[src/rtl/ibf_pkg.sv]
package ibf_pkg;

  typedef enum logic [1:0] {
    PH_IDLE = 2'd0,
    PH_ADDR = 2'd1,
    PH_ACC  = 2'd2,
    PH_XFER = 2'd3
  } fill_phase_e;

  // Cycle, counted from the acceptance edge, in which word k is strobed.
  function automatic int word_slot(input int k, input int t_addr,
                                   input int t_acc, input int t_xfer);
    return t_addr + t_acc + (k + 1) * t_xfer;
  endfunction

  // Total length of one fill in cycles.
  function automatic int fill_len(input int nbank, input int t_addr,
                                  input int t_acc, input int t_xfer);
    return t_addr + t_acc + nbank * t_xfer;
  endfunction

  function automatic int max3(input int a, input int b, input int c);
    int m;
    m = (a > b) ? a : b;
    return (m > c) ? m : c;
  endfunction

endpackage

[src/rtl/ibf_bank.sv]
module ibf_bank #(
  parameter int WORD_W = 16,
  parameter int ROW_AW = 4,
  parameter int T_ACC  = 6
) (
  input  logic              clk,
  input  logic              rst_n,
  input  logic              wr_en,
  input  logic [ROW_AW-1:0] wr_row,
  input  logic [WORD_W-1:0] wr_data,
  input  logic              start,
  input  logic [ROW_AW-1:0] row,
  output logic              busy,
  output logic              done,
  output logic [WORD_W-1:0] rdata
);
  localparam int ROWS  = 1 << ROW_AW;
  localparam int REM_W = $clog2(T_ACC + 1);

  logic [WORD_W-1:0] cells [ROWS];
  logic [ROW_AW-1:0] row_q;
  logic [REM_W-1:0]  remain;
  logic              last_tick;

  assign busy      = (remain != '0);
  assign last_tick = (remain == REM_W'(1));

  always_ff @(posedge clk) begin
    if (wr_en) cells[wr_row] <= wr_data;
  end

  always_ff @(posedge clk or negedge rst_n) begin
    if (!rst_n) begin
      row_q  <= '0;
      remain <= '0;
      done   <= 1'b0;
      rdata  <= '0;
    end else if (start) begin
      row_q  <= row;
      remain <= REM_W'(T_ACC);
      done   <= 1'b0;
    end else if (busy) begin
      remain <= remain - REM_W'(1);
      if (last_tick) begin
        rdata <= cells[row_q];
        done  <= 1'b1;
      end
    end
  end

endmodule

[src/rtl/ibf_seq.sv]
module ibf_seq
  import ibf_pkg::*;
#(
  parameter int NBANK  = 4,
  parameter int ROW_AW = 4,
  parameter int T_ADDR = 1,
  parameter int T_ACC  = 6,
  parameter int T_XFER = 1
) (
  input  logic                     clk,
  input  logic                     rst_n,
  input  logic                     req_valid,
  output logic                     req_ready,
  input  logic [ROW_AW-1:0]        req_blk,
  output logic                     bank_go,
  output logic [ROW_AW-1:0]        bank_row,
  output logic                     xfer_begin,
  output logic                     slot_end,
  output logic [$clog2(NBANK)-1:0] widx,
  output logic                     word_last
);
  localparam int IDX_W = $clog2(NBANK);
  localparam int CNT_W = $clog2(max3(T_ADDR, T_ACC, T_XFER) + 1);

  fill_phase_e       phase;
  logic [CNT_W-1:0]  cnt;
  logic [ROW_AW-1:0] blk_q;
  logic              cnt_zero;
  logic              accept;
  logic              at_final;

  assign cnt_zero   = (cnt == '0);
  assign req_ready  = (phase == PH_IDLE);
  assign accept     = req_valid && req_ready;
  assign bank_go    = (phase == PH_ADDR) && cnt_zero;
  assign bank_row   = blk_q;
  assign xfer_begin = (phase == PH_ACC) && cnt_zero;
  assign slot_end   = (phase == PH_XFER) && cnt_zero;
  assign at_final   = (widx == IDX_W'(NBANK - 1));
  assign word_last  = slot_end && at_final;

  always_ff @(posedge clk or negedge rst_n) begin
    if (!rst_n) begin
      phase <= PH_IDLE;
      cnt   <= '0;
      blk_q <= '0;
      widx  <= '0;
    end else begin
      unique case (phase)
        PH_IDLE: begin
          if (accept) begin
            blk_q <= req_blk;
            cnt   <= CNT_W'(T_ADDR - 1);
            phase <= PH_ADDR;
          end
        end
        PH_ADDR: begin
          if (cnt_zero) begin
            cnt   <= CNT_W'(T_ACC - 1);
            phase <= PH_ACC;
          end else begin
            cnt <= cnt - CNT_W'(1);
          end
        end
        PH_ACC: begin
          if (cnt_zero) begin
            cnt   <= CNT_W'(T_XFER - 1);
            widx  <= '0;
            phase <= PH_XFER;
          end else begin
            cnt <= cnt - CNT_W'(1);
          end
        end
        PH_XFER: begin
          if (cnt_zero) begin
            if (at_final) begin
              phase <= PH_IDLE;
            end else begin
              widx <= widx + IDX_W'(1);
              cnt  <= CNT_W'(T_XFER - 1);
            end
          end else begin
            cnt <= cnt - CNT_W'(1);
          end
        end
        default: phase <= PH_IDLE;
      endcase
    end
  end

endmodule

[src/rtl/ilv_block_fetch.sv]
module ilv_block_fetch #(
  parameter int WORD_W = 16,
  parameter int NBANK  = 4,
  parameter int ROW_AW = 4,
  parameter int T_ADDR = 1,
  parameter int T_ACC  = 6,
  parameter int T_XFER = 1
) (
  input  logic                            clk,
  input  logic                            rst_n,
  input  logic                            ld_en,
  input  logic [ROW_AW+$clog2(NBANK)-1:0] ld_waddr,
  input  logic [WORD_W-1:0]               ld_data,
  input  logic                            req_valid,
  output logic                            req_ready,
  input  logic [ROW_AW-1:0]               req_blk,
  output logic                            out_valid,
  output logic [WORD_W-1:0]               out_data,
  output logic [$clog2(NBANK)-1:0]        out_idx,
  output logic                            out_last
);
  localparam int IDX_W = $clog2(NBANK);

  logic [ROW_AW-1:0] ld_row;
  logic [IDX_W-1:0]  ld_sel;
  logic              bank_go;
  logic [ROW_AW-1:0] bank_row;
  logic              xfer_begin;
  logic              slot_end;
  logic              word_last;
  logic [IDX_W-1:0]  widx;
  logic [NBANK-1:0]  bank_start;
  logic [NBANK-1:0]  bank_busy;
  logic [NBANK-1:0]  bank_done;
  logic [WORD_W-1:0] bank_word [NBANK];

  assign ld_sel = ld_waddr[IDX_W-1:0];
  assign ld_row = ld_waddr[ROW_AW+IDX_W-1:IDX_W];

  ibf_seq #(
    .NBANK (NBANK),
    .ROW_AW(ROW_AW),
    .T_ADDR(T_ADDR),
    .T_ACC (T_ACC),
    .T_XFER(T_XFER)
  ) u_seq (
    .clk       (clk),
    .rst_n     (rst_n),
    .req_valid (req_valid),
    .req_ready (req_ready),
    .req_blk   (req_blk),
    .bank_go   (bank_go),
    .bank_row  (bank_row),
    .xfer_begin(xfer_begin),
    .slot_end  (slot_end),
    .widx      (widx),
    .word_last (word_last)
  );

  for (genvar g = 0; g < NBANK; g++) begin : g_bank
    assign bank_start[g] = bank_go;
    ibf_bank #(
      .WORD_W(WORD_W),
      .ROW_AW(ROW_AW),
      .T_ACC (T_ACC)
    ) u_bank (
      .clk    (clk),
      .rst_n  (rst_n),
      .wr_en  (ld_en && (ld_sel == IDX_W'(g))),
      .wr_row (ld_row),
      .wr_data(ld_data),
      .start  (bank_start[g]),
      .row    (bank_row),
      .busy   (bank_busy[g]),
      .done   (bank_done[g]),
      .rdata  (bank_word[g])
    );
  end

  assign out_valid = slot_end;
  assign out_last  = word_last;
  assign out_idx   = widx;
  assign out_data  = bank_word[widx];

endmodule

[config.mk]
export PLATFORM = sky130hd
export DESIGN_NAME = ilv_block_fetch
export DESIGN_NICKNAME = d
export VERILOG_FILES = /design/src/rtl/ibf_pkg.sv /design/src/rtl/ibf_bank.sv /design/src/rtl/ibf_seq.sv /design/src/rtl/ilv_block_fetch.sv
export SDC_FILE = /design/constraint.sdc
export NUM_CORES = 1
export LEC_CHECK = 0
export BUFFER_PORTS_ARGS = -buffer_cell sky130_fd_sc_hd__buf_4
export CELL_PAD_IN_SITES_DETAIL_PLACEMENT = 1
export CELL_PAD_IN_SITES_GLOBAL_PLACEMENT = 1
export CORE_ASPECT_RATIO = 0.8
export CORE_MARGIN = 2
export CORE_UTILIZATION = 45
export DETAILED_ROUTE_END_ITERATION = 8
export PLACE_DENSITY = 0.75
export SLEW_MARGIN = 20
export SYNTH_ARGS = -nofsm -noshare
export SYNTH_HDL_FRONTEND = slang
export SYNTH_SLANG_ARGS = --single-unit
[constraint.sdc]
create_clock -name clk -period 2.3 [get_ports clk]
set_clock_uncertainty 0.05 [all_clocks]
set_input_delay 0 -clock clk [delete_from_list [all_inputs] [get_ports clk]]
set_output_delay 0 -clock clk [all_outputs]
set_load 0.05 [all_outputs]
==> impl_results.md, run 1 <==
* Outcome: finished with violations
* Failing checks: negative setup slack
* Hold Path Class: input pin to register
* Tmin final at ~2.3 ns
* Crit path required time at around 2.8 ns
* Drt drc at 0
* Num ports at 51
* Count leader, synth: edfxtp_1
* Setup WS post-layout at -0.0239 ns
* RD Place Congestion at roughly 0.84
* Synth area leader: edfxtp_1
* Row count at about 100
* Top post-synthesis cells by count: 1024 x edfxtp_1, 272 x mux4_2, 111 x mux2i_1, 91 x dfrtp_1, 83 x nand2_1
* Synth Warn # at 0
* Clock H-tree levels at 3
* Final antenna-violating net count at 0
* Crit Path Max Fanout at 9
* Syn-to-layout area delta at 16.1%
* IO Port Bufs at 50
* MaxCap Viol Count at 0
* Die H at between 200 and 300 um
* Total CTS buffers at 103
* Worst slew pin tran at approximately 0.8 ns
* Period utilization at 101%
* WP data arrival at ~2.8 ns
* Routed wire length at 111 mm
* Finish-stage setup viols at 1
* Yosys reg bits at around 1100
* Fin nets at about 2300
* Lkg Pwr at around 17 nW
* Max_slew headroom at between 40% and 50%
* Die X at 352 um
* Root Buffer: clkbuf_16
* Clk pin slew, worst setup/hold paths at 0.07 ns
* Top FF cell, synth: edfxtp_1
* Post-synth EDFFs at just over 1000
* Vias in the first global route at between 20000 and 25000
* Skew-Pair Late Insertion Delay at around 0.7 ns
* Largest net degree at the start of global routing at 65
* Register area share after synthesis at 75.8%
* Cell variety after synth at 36
* Antenna violations before repair at 8
* Total GRT Usage at 22.5%
* Post-synthesis area per instance at 21.5 um^2
* WL/cell at a little over 30 um
* Worst setup EP type: register
* Clock buffer depth at 3
* CP Cell Sequence: buf_12 -> buf_12 -> mux4_2 -> mux2i_1 -> buf_4 -> mux2_2 -> o21ai_0
* Synth Instances at approximately 2000
* Synthesized Nets at approximately 2100
* Fin util at between 50 and 60%
* First-pass GRT wire length at 160 mm
* Setup Crit Path Kind: register to register
* Vias per cell at around 5.9
* Drt first pass iters at 7
* Pwr per Cell Area at around 1200 nW/um^2
* CTS tree: done
* Clk sinks at 1115
* Final hold violation count at 0
* Starting DRT DRC Count at about 2700
* Cell mode on critical path: buf_12
* Maximum vdd ir drop at about 1.3 mV
* Starting density of the core at between 40% and 50%
* Max Fclk at approximately 0.43 GHz
* Startpoint Class: register
* Post-detail-place hpwl at approximately 65 mm
* Crit-path max cell delay at approximately 0.55 ns
* Layout cells sized above 1 at a little under a third
* Max-slew violation count at 0
* Core Box Area at approximately 96000 um^2
* Sum Neg Setup Slack at -0.0239 ns
* Critical-path cell with the highest stage delay: dfrtp_4
* Total gr overflow at 0
* Leading post-synthesis cells by cell area: edfxtp_1 71%, mux4_2 14%, dfrtp_1 5.2%, mux2i_1 2.6%, mux2_2 1.3%
* Vias at 21600
* Synth top area share at a little over two thirds
* Die Area at ~99000 um^2
* Synthesized cell area at between 40000 and 50000 um^2
* Post-synth ARST share at under 10%
## power breakdown
part	internal [mW]	switching [mW]	leakage (nW)
sequential	23.1	1.32	10.3
combinational	8.29	9.16	4.62
clock	10.1	7.62	1.73
## registers in the layout (all words and copies together) (netlist names)
signal / count
u_seq.cnt: 3
u_seq.phase: 2
u_seq.widx: 2
g_bank.u_bank.cells: 1024
u_seq.bank_row: 4
g_bank.u_bank.remain: 12
g_bank.u_bank.rdata: 64
g_bank.u_bank.row_q: 4
## layout by cell type, fill, tap and decap left out, types with 4 or more instances in the layout
cell,count
nand3_1,9
clkbuf_8,10
nand2_1,83
mux4_2,272
ha_1,18
dfrtp_4,4
o21ai_0,58
dlygate4sd3_1,27
a211o_1,20
inv_6,7
clkbuf_1,19
buf_4,159
clkinvlp_4,4
nor2_1,78
clkinv_2,27
inv_1,11
xnor2_1,4
buf_16,8
mux2_2,49
edfxtp_1,1024
clkinv_1,6
bufinv_16,13
mux2i_1,105
nor2b_1,26
a22o_1,23
mux2i_2,4
a21oi_1,21
buf_12,25
dfrtp_1,86
clkbuf_16,108
buf_6,10
## path summary, 6_finish.rpt
kind,slack [ns],cells past startpoint,startpoint,endpoint
worst max-delay path,-0.02,7,g_bank[0].u_bank.row_q[0]$_DFFE_PN0P_,g_bank[3].u_bank.rdata[2]$_DFFE_PN0P_
min in group asynchronous,0.46,4,rst_n,u_seq.widx[0]$_DFFE_PN0P_
max in group asynchronous,1.40,4,rst_n,g_bank[0].u_bank.row_q[1]$_DFFE_PN0P_
worst min register to register,0.45,2,g_bank[0].u_bank.rdata[4]$_DFFE_PN0P_,g_bank[0].u_bank.rdata[4]$_DFFE_PN0P_
worst max register to register,-0.02,7,g_bank[0].u_bank.row_q[0]$_DFFE_PN0P_,g_bank[3].u_bank.rdata[2]$_DFFE_PN0P_
worst min-delay path,0.15,4,ld_waddr[3],g_bank[2].u_bank.cells[11][12]$_DFFE_PP_
## cell type report
cell class,count,area [um^2]
inverters,11,41.3
fillers,8433,45800
clock buffers,132,2790
repair buffers,236,2470
flip-flops and latches,1115,33000
clock inverters,62,712
diodes,2,5.00
well taps,1300,1630
multi-input cells,796,9870
## timing repair
action | 4_1_cts | 5_1_grt
hold endpoints to repair | 1124 | 0
endpoints found under the setup margin | 32 | 44
gates cloned | 3 | 5
gates resized for setup | 15 | 25
setup buffers | 4 | 7
hold buffers | 28 | 0
## worst max-delay path, delay by kind of cell, from the launching register on
family / cells / cell delay [ns]
buffers and inverters: 3 / 0.48
AOI/OAI and AO/OA: 1 / 0.37
DFF: 1 / 0.55
muxes: 3 / 0.71
## metal layers
layer  track usage (%)  up-vias  part of all wire, %
met2              36.1      853                   49
met5                 0        -                0.032
li1                  -     8810                    -
met4              6.07        6                  2.3
met3              4.11      181                  7.7
met1              32.0    11700                   41
## stage by stage
step / instances / hold slack [ns] / cell area, um^2 / setup WS (ns) / power, mW
after floorplan: 2029 / -0.346 / 43600 / 0.266 / 35.3
after global placement: 3411 / -0.0383 / 46300 / -0.0508 / 40.4
after detailed placement: 3411 / -0.0373 / 46300 / -0.154 / 41.1
after CTS: 3640 / 0.0945 / 50300 / -0.0143 / 59.2
after global routing: 3652 / 0.141 / 50600 / -0.0720 / 61.6
final: 3654 / 0.147 / 50600 / -0.0239 / 59.6
## cell families after synthesis
kind of cell / count (synthesis) / share of synthesized area, %
flops: 1115 / 75.8
mux: 432 / 17.9
simple gates: 214 / 2.13
compound gates: 127 / 1.86
buf+inv: 118 / 1.70
fa+ha+maj: 19 / 0.546
xor+xnor: 4 / 0.0804
(Power assumes the default switching activity.)
==> run 2, diff against run 1 <==
--- a/config.mk
+++ b/config.mk
@@ -8,7 +8,6 @@
 export BUFFER_PORTS_ARGS = -buffer_cell sky130_fd_sc_hd__buf_4
 export CELL_PAD_IN_SITES_DETAIL_PLACEMENT = 1
 export CELL_PAD_IN_SITES_GLOBAL_PLACEMENT = 1
-export CORE_ASPECT_RATIO = 0.8
 export CORE_MARGIN = 2
 export CORE_UTILIZATION = 45
 export DETAILED_ROUTE_END_ITERATION = 8
==> impl_results.md, run 2 (synthesis results as in run 1) <==
* Max reg flops at a little over 1000
* Period utilization at 100%
* Drt first pass iters at 7
* Startpoint Class: register
* Worst slew pin tran at 0.820 ns
* Most frequent cells in the layout: 1024 x edfxtp_1, 272 x mux4_2, 206 x buf_4
* CTS tree: done
* Most flops, register: g_bank.u_bank.cells
* Design area at a little over 50000 um^2
* Layout cells sized above 1 at a little under a third
* Final antenna-violating net count at 0
* Fin nets at between 2000 and 2500
* Setup WS post-layout at -0.000596 ns
* Starting DRT DRC Count at about 2500
* MaxCap Viol Count at 0
* Lkg Pwr at ~17 nW
* Starting density of the core at roughly 45%
* Pwr per Cell Area at around 1200 nW/um^2
* IO Port Bufs at 50
* RD Place Congestion at slightly below 0.8
* Outcome: finished with violations
* Failing checks: negative setup slack
* WL/cell at 30.7 um
* Hold Path Class: input pin to register
* Die H at approximately 320 um
* Critical-path cell with the highest stage delay: mux4_2
* Finish-stage setup viols at 1
* Reg area at ~33000 um^2
* Post-place instance area at around 46000 um^2
* Max-slew violation count at 0
* Total CTS buffers at around 110
* Footprint of the multi-input gates at 9860 um^2
* Fill cells at between 8000 and 9000
* CP Cell Sequence: buf_4 -> buf_12 -> clkbuf_16 -> mux4_2 -> mux2i_1 -> mux2_2 -> o21ai_0
* Syn-to-layout area delta at 17.0%
* Total GRT Usage at a little under a quarter
* Num ports at 51
* Tmin final at around 2.3 ns
* Final hold violation count at 0
* Post-detail-place hpwl at between 60 and 70 mm
* Root Buffer: clkbuf_16
* Crit Path Max Fanout at 15
* Vias per cell at roughly 6
* Antenna violations before repair at 8
* Vias at 21900
* R2R Path Start: g_bank[0].u_bank.row_q[0]$_DFFE_PN0P_
* Crit-path max cell delay at just over 0.5 ns
* Largest registers: g_bank.u_bank.cells x1024, g_bank.u_bank.rdata x64, g_bank.u_bank.remain x12
* Largest net degree at the start of global routing at 65
* Routed wire length at 113 mm
* WP data arrival at between 2 and 3 ns
* Die Area at a little under 100000 um^2
* Clk pin slew, worst setup/hold paths at ~0.06 ns
* Total gr overflow at 0
* Core Box Area at 96300 um^2
* Row count at 114
* Skew-Pair Late Insertion Delay at 0.67 ns
* Clock buffer depth at 3
* Clk sinks at 1115
* Critical path startpoint: g_bank[0].u_bank.row_q[0]$_DFFE_PN0P_
* Worst setup EP type: register
* Clock H-tree levels at 3
* Commonest non-fill, non-tap cell in the layout: edfxtp_1
* Vias in the first global route at about 23000
* Worst hold start: ld_waddr[5]
* Die X at about 320 um
* First-pass GRT wire length at around 160 mm
* Post-Place Worst Slack at -0.0478 ns
* Setup Crit Path Kind: register to register
* Crit path required time at 2.78 ns
* Max_slew headroom at 45.3%
* Drt drc at 0
* Maximum vdd ir drop at 0.814 mV
* Max Fclk at 0.435 GHz
==> run 2: cell types whose count changed in the layout (fill, tap and decap cells not counted), moves of 3 or more <==
cell       change
bufinv_16      +4
clkbuf_16      +9
buf_6          -8
clkinv_1      +23
clkinv_2       -5
buf_4         +47
clkbuf_1       -6
buf_12         +6
inv_6          -6
clkinv_4       -3
clkbuf_8       -9
buf_16         -4
==> run 2: per-layer routing <==
metal,part of all wire [%],up-vias,global-route usage (%),wire [um]
li1,-,8896,-,-
met4,2.6,10,6.62,2900
met3,8.0,186,4.02,9040
met5,0.094,-,0,106
met1,39,11800,30.4,43900
met2,50,987,38.4,56900
==> run 2: cell type report <==
class	instances	share of cell area (%)
clock buffers	127	5.67
repair buffers	276	5.36
flip-flops and latches	1115	64.8
diodes	2	0.00982
clock inverters	77	1.60
well taps	1276	3.13
multi-input cells	796	19.3
inverters	11	0.0810
==> run 2: final timing paths <==
kind / end / slack, ns / depth (start not counted)
setup / recovery: g_bank[0].u_bank.rdata[12]$_DFFE_PN0P_ / -0.0006 / 7
hold / removal: g_bank[2].u_bank.cells[12][15]$_DFFE_PP_ / 0.15 / 4
setup reg to reg: g_bank[0].u_bank.rdata[12]$_DFFE_PN0P_ / -0.0006 / 7
hold reg to reg: g_bank[1].u_bank.rdata[1]$_DFFE_PN0P_ / 0.45 / 2
max in group asynchronous: g_bank[3].u_bank.rdata[1]$_DFFE_PN0P_ / 1.42 / 4
min in group asynchronous: u_seq.widx[1]$_DFFE_PN0P_ / 0.40 / 4
==> run 2: critical path: cells and delay by family (launching register included) <==
family | cells | cell delay (ns)
buffers and inverters | 3 | 0.49
flip-flops | 1 | 0.47
AO/OA/AOI/OAI | 1 | 0.09
multiplexers | 3 | 1.04
==> run 2: what timing repair did <==
| item | CTS | global route |
|---|---|---|
| hold endpoints to repair | 1123 | 0 |
| buffers inserted | 1 | 37 |
| hold buffers | 28 | 0 |
| endpoints found under the setup margin | 28 | 21 |
| resized for setup | 12 | 16 |
| gates cloned | 2 | 4 |
==> run 2: where the power goes <==
part / total, mW / internal [mW] / switching, mW / leakage (nW)
clock: 18.5 / 10.9 / 7.63 / 1.81
combinational: 17.8 / 8.64 / 9.13 / 4.81
sequential: 24.3 / 23.1 / 1.25 / 10.3
==> run 2: metrics by stage <==
stage	utilization, %	instances	setup TNS (ns)	hold WS [ns]	total power, mW
finish	53.0	3680	-0.000596	0.152	60.6
global route	53.0	3678	-0.243	0.164	62.6
CTS	52.4	3637	-0.000625	0.129	60.1
detailed placement	48.2	3402	-0.172	-0.0338	41.2
global placement	48.2	3402	-0.0114	-0.0457	40.6
floorplan	-	2029	0	-0.346	35.3
